File: src/rtl/req_pkt_pkg.sv
// Shared constants and decoded command types for the request packet receiver.
// Assumes two bit times per clock per lane and a fixed eight bit-time packet.
package req_pkt_pkg;
    localparam int DEV_W      = 5;
    localparam int BANK_W     = 4;
    localparam int ROW_ADDR_W = 9;
    localparam int ROP_W      = 3;
    localparam int COL_ADDR_W = 6;
    localparam int COP_W      = 4;
    localparam int XOP_W      = 4;
    localparam int MASK_W     = 16;

    localparam int ROW_LANES  = 3;
    localparam int COL_LANES  = 5;
    localparam int BEATS      = 4;   // clock cycles per packet
    localparam int ROW_PKT_W  = 2 * ROW_LANES * BEATS;
    localparam int COL_PKT_W  = 2 * COL_LANES * BEATS;
    localparam int COLC_W     = 23;
    localparam int COLX_W     = COL_PKT_W - COLC_W;

    // field positions shared by row and column commands
    localparam int KIND_POS   = 0;
    localparam int DEV_LSB    = 1;
    localparam int BANK_LSB   = DEV_LSB + DEV_W;
    localparam int ADDR_LSB   = BANK_LSB + BANK_W;
    localparam int COP_LSB    = ADDR_LSB + COL_ADDR_W;
    // extended sub-packet positions
    localparam int XBANK_LSB  = DEV_W;
    localparam int XOP_LSB    = XBANK_LSB + BANK_W;

    typedef struct packed {
        logic                  act;
        logic [BANK_W-1:0]     bank;
        logic [ROW_ADDR_W-1:0] addr;
        logic [ROP_W-1:0]      op;
    } row_cmd_t;

    typedef struct packed {
        logic                  msk;
        logic [BANK_W-1:0]     bank;
        logic [COL_ADDR_W-1:0] addr;
        logic [COP_W-1:0]      op;
        logic [MASK_W-1:0]     mask;
        logic [BANK_W-1:0]     xbank;
        logic [XOP_W-1:0]      xop;
    } col_cmd_t;
endpackage

File: src/rtl/req_lane_deser.sv
// Gathers a group of low-true lanes into one wide packet over BEATS cycles.
// Assumes lanes_n carries two bit times per cycle, the earlier one in the low
// half. A frame restarts assembly at any time; pkt_vld pulses one cycle after
// the last beat is captured. Packet bit t*LANES+l holds lane l at bit time t.
module req_lane_deser #(
    parameter  int LANES = 3,
    parameter  int BEATS = 4,
    localparam int STEP  = 2 * LANES,
    localparam int PKT_W = STEP * BEATS,
    localparam int CNT_W = (BEATS > 2) ? $clog2(BEATS) : 1
) (
    input  logic             clk,
    input  logic             rst_n,
    input  logic             frame,
    input  logic [STEP-1:0]  lanes_n,
    output logic [PKT_W-1:0] pkt,
    output logic             pkt_vld
);
    logic [PKT_W-1:0] shreg;
    logic [CNT_W-1:0] cnt;
    logic             busy;

    // Shift inverted samples in from the top so beat 0 ends at the low bits.
    always_ff @(posedge clk) begin
        if (!rst_n)
            shreg <= '0;
        else if (frame || busy)
            shreg <= {~lanes_n, shreg[PKT_W-1:STEP]};
    end

    // Track the beat count and flag the packet once its last beat is in.
    always_ff @(posedge clk) begin
        if (!rst_n) begin
            busy    <= 1'b0;
            cnt     <= '0;
            pkt_vld <= 1'b0;
        end else begin
            pkt_vld <= 1'b0;
            if (frame) begin
                busy <= 1'b1;
                cnt  <= CNT_W'(1);
            end else if (busy) begin
                if (cnt == CNT_W'(BEATS - 1)) begin
                    busy    <= 1'b0;
                    cnt     <= '0;
                    pkt_vld <= 1'b1;
                end else begin
                    cnt <= cnt + CNT_W'(1);
                end
            end
        end
    end

    assign pkt = shreg;
endmodule

File: src/rtl/req_row_decode.sv
// Splits an assembled row packet into its command fields and qualifies it
// with a device-address match. Purely combinational.
module req_row_decode
    import req_pkt_pkg::*;
(
    input  logic [ROW_PKT_W-1:0] pkt,
    input  logic                 pkt_vld,
    input  logic [DEV_W-1:0]     dev_id,
    output row_cmd_t             cmd,
    output logic                 cmd_vld
);
    logic unused_row_rsvd;

    // Pull out the fields and compare the device address.
    always_comb begin
        cmd.act  = pkt[KIND_POS];
        cmd.bank = pkt[BANK_LSB +: BANK_W];
        cmd.addr = pkt[ADDR_LSB +: ROW_ADDR_W];
        cmd.op   = pkt[ADDR_LSB +: ROP_W];
        cmd_vld  = pkt_vld && (pkt[DEV_LSB +: DEV_W] == dev_id);
    end

    assign unused_row_rsvd = ^pkt[ROW_PKT_W-1:ADDR_LSB+ROW_ADDR_W];
endmodule

File: src/rtl/req_col_decode.sv
// Splits an assembled column packet into the column command and its second
// sub-packet (byte mask or extended operation, picked by the M bit). The
// command and the extended operation each match their own device field.
module req_col_decode
    import req_pkt_pkg::*;
(
    input  logic [COL_PKT_W-1:0] pkt,
    input  logic                 pkt_vld,
    input  logic [DEV_W-1:0]     dev_id,
    output col_cmd_t             cmd,
    output logic                 cmd_vld,
    output logic                 xop_vld
);
    logic [COLC_W-1:0] colc;
    logic [COLX_W-1:0] colx;
    logic              unused_col_rsvd;

    assign colc = pkt[COLC_W-1:0];
    assign colx = pkt[COL_PKT_W-1:COLC_W];

    // Decode both sub-packets and qualify each valid.
    always_comb begin
        cmd.msk   = colc[KIND_POS];
        cmd.bank  = colc[BANK_LSB +: BANK_W];
        cmd.addr  = colc[ADDR_LSB +: COL_ADDR_W];
        cmd.op    = colc[COP_LSB +: COP_W];
        cmd.mask  = cmd.msk ? colx[MASK_W-1:0] : '0;
        cmd.xbank = colx[XBANK_LSB +: BANK_W];
        cmd.xop   = colx[XOP_LSB +: XOP_W];
        cmd_vld   = pkt_vld && (colc[DEV_LSB +: DEV_W] == dev_id);
        xop_vld   = pkt_vld && !cmd.msk && (colx[DEV_W-1:0] == dev_id);
    end

    assign unused_col_rsvd = ^{colc[COLC_W-1:COP_LSB+COP_W], colx[COLX_W-1:MASK_W]};
endmodule

File: src/rtl/req_pkt_rx.sv
// Top of the request packet receiver: two independent 1:8 lane deserializers
// (row and column) feeding their decoders. Outputs are valid for one cycle.
module req_pkt_rx
    import req_pkt_pkg::*;
(
    input  logic                  clk,
    input  logic                  rst_n,
    input  logic [DEV_W-1:0]      dev_id,
    input  logic                  row_frame,
    input  logic [2*ROW_LANES-1:0] row_lanes_n,
    input  logic                  col_frame,
    input  logic [2*COL_LANES-1:0] col_lanes_n,
    output logic                  row_vld,
    output logic                  row_act,
    output logic [BANK_W-1:0]     row_bank,
    output logic [ROW_ADDR_W-1:0] row_addr,
    output logic [ROP_W-1:0]      row_op,
    output logic                  col_vld,
    output logic [COP_W-1:0]      col_op,
    output logic [BANK_W-1:0]     col_bank,
    output logic [COL_ADDR_W-1:0] col_addr,
    output logic                  col_msk,
    output logic [MASK_W-1:0]     col_mask,
    output logic                  col_xvld,
    output logic [XOP_W-1:0]      col_xop,
    output logic [BANK_W-1:0]     col_xbank
);
    logic [ROW_PKT_W-1:0] row_pkt;
    logic [COL_PKT_W-1:0] col_pkt;
    logic                 row_pkt_vld, col_pkt_vld;
    row_cmd_t             row_cmd;
    col_cmd_t             col_cmd;

    req_lane_deser #(.LANES(ROW_LANES), .BEATS(BEATS)) u_row_deser (
        .clk(clk), .rst_n(rst_n), .frame(row_frame), .lanes_n(row_lanes_n),
        .pkt(row_pkt), .pkt_vld(row_pkt_vld)
    );

    req_lane_deser #(.LANES(COL_LANES), .BEATS(BEATS)) u_col_deser (
        .clk(clk), .rst_n(rst_n), .frame(col_frame), .lanes_n(col_lanes_n),
        .pkt(col_pkt), .pkt_vld(col_pkt_vld)
    );

    req_row_decode u_row_dec (
        .pkt(row_pkt), .pkt_vld(row_pkt_vld), .dev_id(dev_id),
        .cmd(row_cmd), .cmd_vld(row_vld)
    );

    req_col_decode u_col_dec (
        .pkt(col_pkt), .pkt_vld(col_pkt_vld), .dev_id(dev_id),
        .cmd(col_cmd), .cmd_vld(col_vld), .xop_vld(col_xvld)
    );

    // Flatten the decoded structs onto the port list.
    always_comb begin
        row_act   = row_cmd.act;
        row_bank  = row_cmd.bank;
        row_addr  = row_cmd.addr;
        row_op    = row_cmd.op;
        col_msk   = col_cmd.msk;
        col_bank  = col_cmd.bank;
        col_addr  = col_cmd.addr;
        col_op    = col_cmd.op;
        col_mask  = col_cmd.mask;
        col_xbank = col_cmd.xbank;
        col_xop   = col_cmd.xop;
    end
endmodule

File: config.mk
export PLATFORM = sky130hd
export DESIGN_NAME = req_pkt_rx
export DESIGN_NICKNAME = d
export VERILOG_FILES = /design/src/rtl/req_pkt_pkg.sv /design/src/rtl/req_lane_deser.sv /design/src/rtl/req_row_decode.sv /design/src/rtl/req_col_decode.sv /design/src/rtl/req_pkt_rx.sv
export SDC_FILE = /design/constraint.sdc
export NUM_CORES = 1
export LEC_CHECK = 0
export CORE_ASPECT_RATIO = 0.6
export CORE_MARGIN = 2
export CORE_UTILIZATION = 53
export DETAILED_ROUTE_END_ITERATION = 12
export PLACE_DENSITY = 0.9
export SETUP_SLACK_MARGIN = 0.5
export SLEW_MARGIN = 20
export SYNTH_ARGS = -nofsm -noshare
export SYNTH_HDL_FRONTEND = slang
export SYNTH_HIERARCHICAL = 1
export SYNTH_SLANG_ARGS = --single-unit
File: constraint.sdc
create_clock -name clk -period 2.9 [get_ports clk]
set_clock_uncertainty 0.1 [all_clocks]
set_input_delay 0.58 -clock clk [delete_from_list [all_inputs] [get_ports clk]]
set_output_delay 0.58 -clock clk [all_outputs]
set_load 0.02 [all_outputs]
==> reports/qor.yml <==
setup_path:
  startpoint_type: "input port"
  r2r_start: "u_col_deser/busy"
  worstPathArrival_ns: 1.70
  reg2reg_to: "u_col_deser/pkt[21]"
  crit_required_ns: 2.22
  cp_max_fo: 3
  endpoint_kind: "output pin"
  critical_path.endpoint: "col_vld"
  startpoint: "dev_id[0]"
  rr_worst_depth: 3
  path_class: "in2out"
  reg2reg_slack_ns: 1.38
final_layout:
  drive_above_1_share: 0.09157
  nNetsFinal: 437
  instances_no_fill: 499
  layout.cells.most_common: "clkdlybuf4s50_1"
  mostFrequentLayoutCells: "clkdlybuf4s50_1, dfxtp_1, o21ai_0, a21oi_1, or3b_1"
  diodes: 0
  area_growth_syn_to_layout_pct: 20.52
clocking:
  root_buffer: "clkbuf_8"
  clk_path_buf_depth: 2
  ctsHoldBuffers: 0
  insertion_delay_ns: 0.35
  cts_inserted_buffers: 9
  cts_tree: "done"
  clkSinkCount: 72
  clk_pin_slew_ns: 0.08
  cts_max_level: 3
detailed_routing:
  drtPass1Iterations: 4
  wl_met1_um: 3652
  dr_wl_met3_um: 513
  drt_iter0_markers: 165
  ant_nets: 0
  drc: 0
  wl_met2_um: 3352
  drt-vias-per-instance: 5.631
  wl_um: 7583
  top_layer: "met4"
  vias: 2810
  wl_per_cell_um: 15.20
synthesis:
  ys_seq_area_frac: 0.4139
  synth_area_sq_um: 3482
  syn_inst: 383
  synth_top_cell_by_area: "dfxtp_1"
  netlist.area_leader.share: 0.4139
  synth_nets: 410
  syn_avg_cell_area_sq_um: 9.092
  yosys-top-cells-area: "dfxtp_1, or3b_1, buf_4"
  ys_seq_elements: 72
  synth_cell_types: 28
  ys_warn_count: 6
timing:
  tightest_slew_ns: 1.025
  min_period_over_period: 0.8215
  fin_crit_ns: 2.382
  relSlewSlack: 0.3157
  slew_viol_final: 0
  setup_violations: 0
  finalHoldViolCount: 0
  rsz0062_at_grt: "yes"
  fmax_mhz: 419.7
grt:
  grt_overflow_total: 0
  grt_max_degree: 52
  grt_pass1_vias: 2456
  antenna_found_initial: 0
  grt_usage: 0.2221
  grt_pass1_wl_um: 12340
flow_run:
  drv_cap: 0
status:
  status: "completed"
placed_design:
  io_buffers: 83
  gp_congestion: 0.7669
  dpl.hpwl_um: 4936
  dp_cells: 483
power:
  power.leakage_nw: 1.465
  power_mw: 2.096
  pwr_density_cell_nw_per_um2: 499.5
  max-vdd-ir-drop_mv: 0.2359
floorplanning:
  chipHeight_um: 66.79
  die_w_um: 108.6
  start_util: 0.5597
  core-area_sq_um: 6221
  io_pins: 84
  dieArea_sq_um: 7256
  num_rows: 22
worst_hold_path:
  hold_path.class: "reg2reg"
area by class of cell:
class | count | area (sq um)
clock inverters | 7 | 62.56
repair buffers | 92 | 887.1
clock buffers | 9 | 123.9
well taps | 84 | 105.1
flip-flops and latches | 72 | 1446
multi-input cells | 233 | 1564
fillers | 508 | 2024
inverters | 2 | 7.507
per-layer routing:
metal	global-route usage	vias to the layer above
met1	0.3037	1333
met2	0.3367	86
li1	-	1384
met3	0.07241	7
met4	0.05929	0
met5	0	-
synth_stat cells, drive strengths merged:
library cell and instances:
nor4b 1, clkbuf 26, inv 2, mux2i 2, o21a 2, nand2 2, buf 50, and2 16
xor2 9, nor2b 4, nor4 2, nand4 1, and3 2, dfxtp 72, or3b 48, nor3b 2
o311a 16, a21oi 48, o31a 2, xnor2 6, nor3 4, ha 2, o21ai 64
critical path, cell delays in order:
cell	delay (ns)
dlygate4sd2_1	0.28
xor2_1	0.18
nor4_2	0.32
and3_1	0.20
buf_4	0.14
flip-flops by register name, indices dropped and copies added (netlist names):
name	flops
u_col_deser/pkt	40
u_row_deser/pkt	24
u_col_deser/cnt	2
u_row_deser/cnt	2
u_col_deser/busy	1
u_col_deser/pkt_vld	1
u_row_deser/busy	1
u_row_deser/pkt_vld	1
stage by stage:
step	setup WS [ns]	hold slack [ns]	setup TNS (ns)	instance area [sq um]	util
after detailed placement	-0.2197	0.3623	-0.3511	4019	0.6460
final	0.5176	0.3845	0	4197	0.6746
after global placement	-0.04166	0.3632	-0.1073	4019	0.6460
after CTS	0.3982	0.3805	0	4198	0.6748
after global routing	0.4751	0.4120	0	4197	0.6746
after floorplan	0.6840	0.3479	0	3482	-
timing repair:
action                                  CTS  global route
endpoints found under the setup margin   19             5
pin swaps                                 2             2
gates resized for setup                  19             3
buffers inserted                          0             0
logic make-up (layout without fill, tap and decap cells):
family,after synthesis,in the layout,share of synthesized area
AO/OA/AOI/OAI,132,132,0.2163
AND/OR/NAND/NOR,82,82,0.1804
buffers and inverters,78,110,0.1387
flip-flops,72,72,0.4139
XOR/XNOR,15,15,0.03773
adder cells (fa/ha/maj),2,2,0.007185
multiplexers,2,2,0.005749
power breakdown:
group          switching [mW]  internal [mW]  total, mW
Clock                   0.415          0.328      0.743
Combinational           0.146          0.131      0.276
Sequential             0.0429           1.03       1.08
worst min-delay path by stage:
stage | startpoint | cells after the start | end | slack (ns)
global placement | u_col_deser/pkt[21] | 2 | u_col_deser/pkt[11] | 0.36
global route | u_col_deser/pkt[22] | 2 | u_col_deser/pkt[12] | 0.41
floorplan | u_col_deser/pkt[22] | 2 | u_col_deser/pkt[12] | 0.35
CTS | u_col_deser/pkt[21] | 2 | u_col_deser/pkt[11] | 0.38
detailed placement | u_col_deser/pkt[21] | 2 | u_col_deser/pkt[11] | 0.36
finish | u_col_deser/pkt[21] | 2 | u_col_deser/pkt[11] | 0.38
No activity file was read; power rests on OpenSTA's default activity.
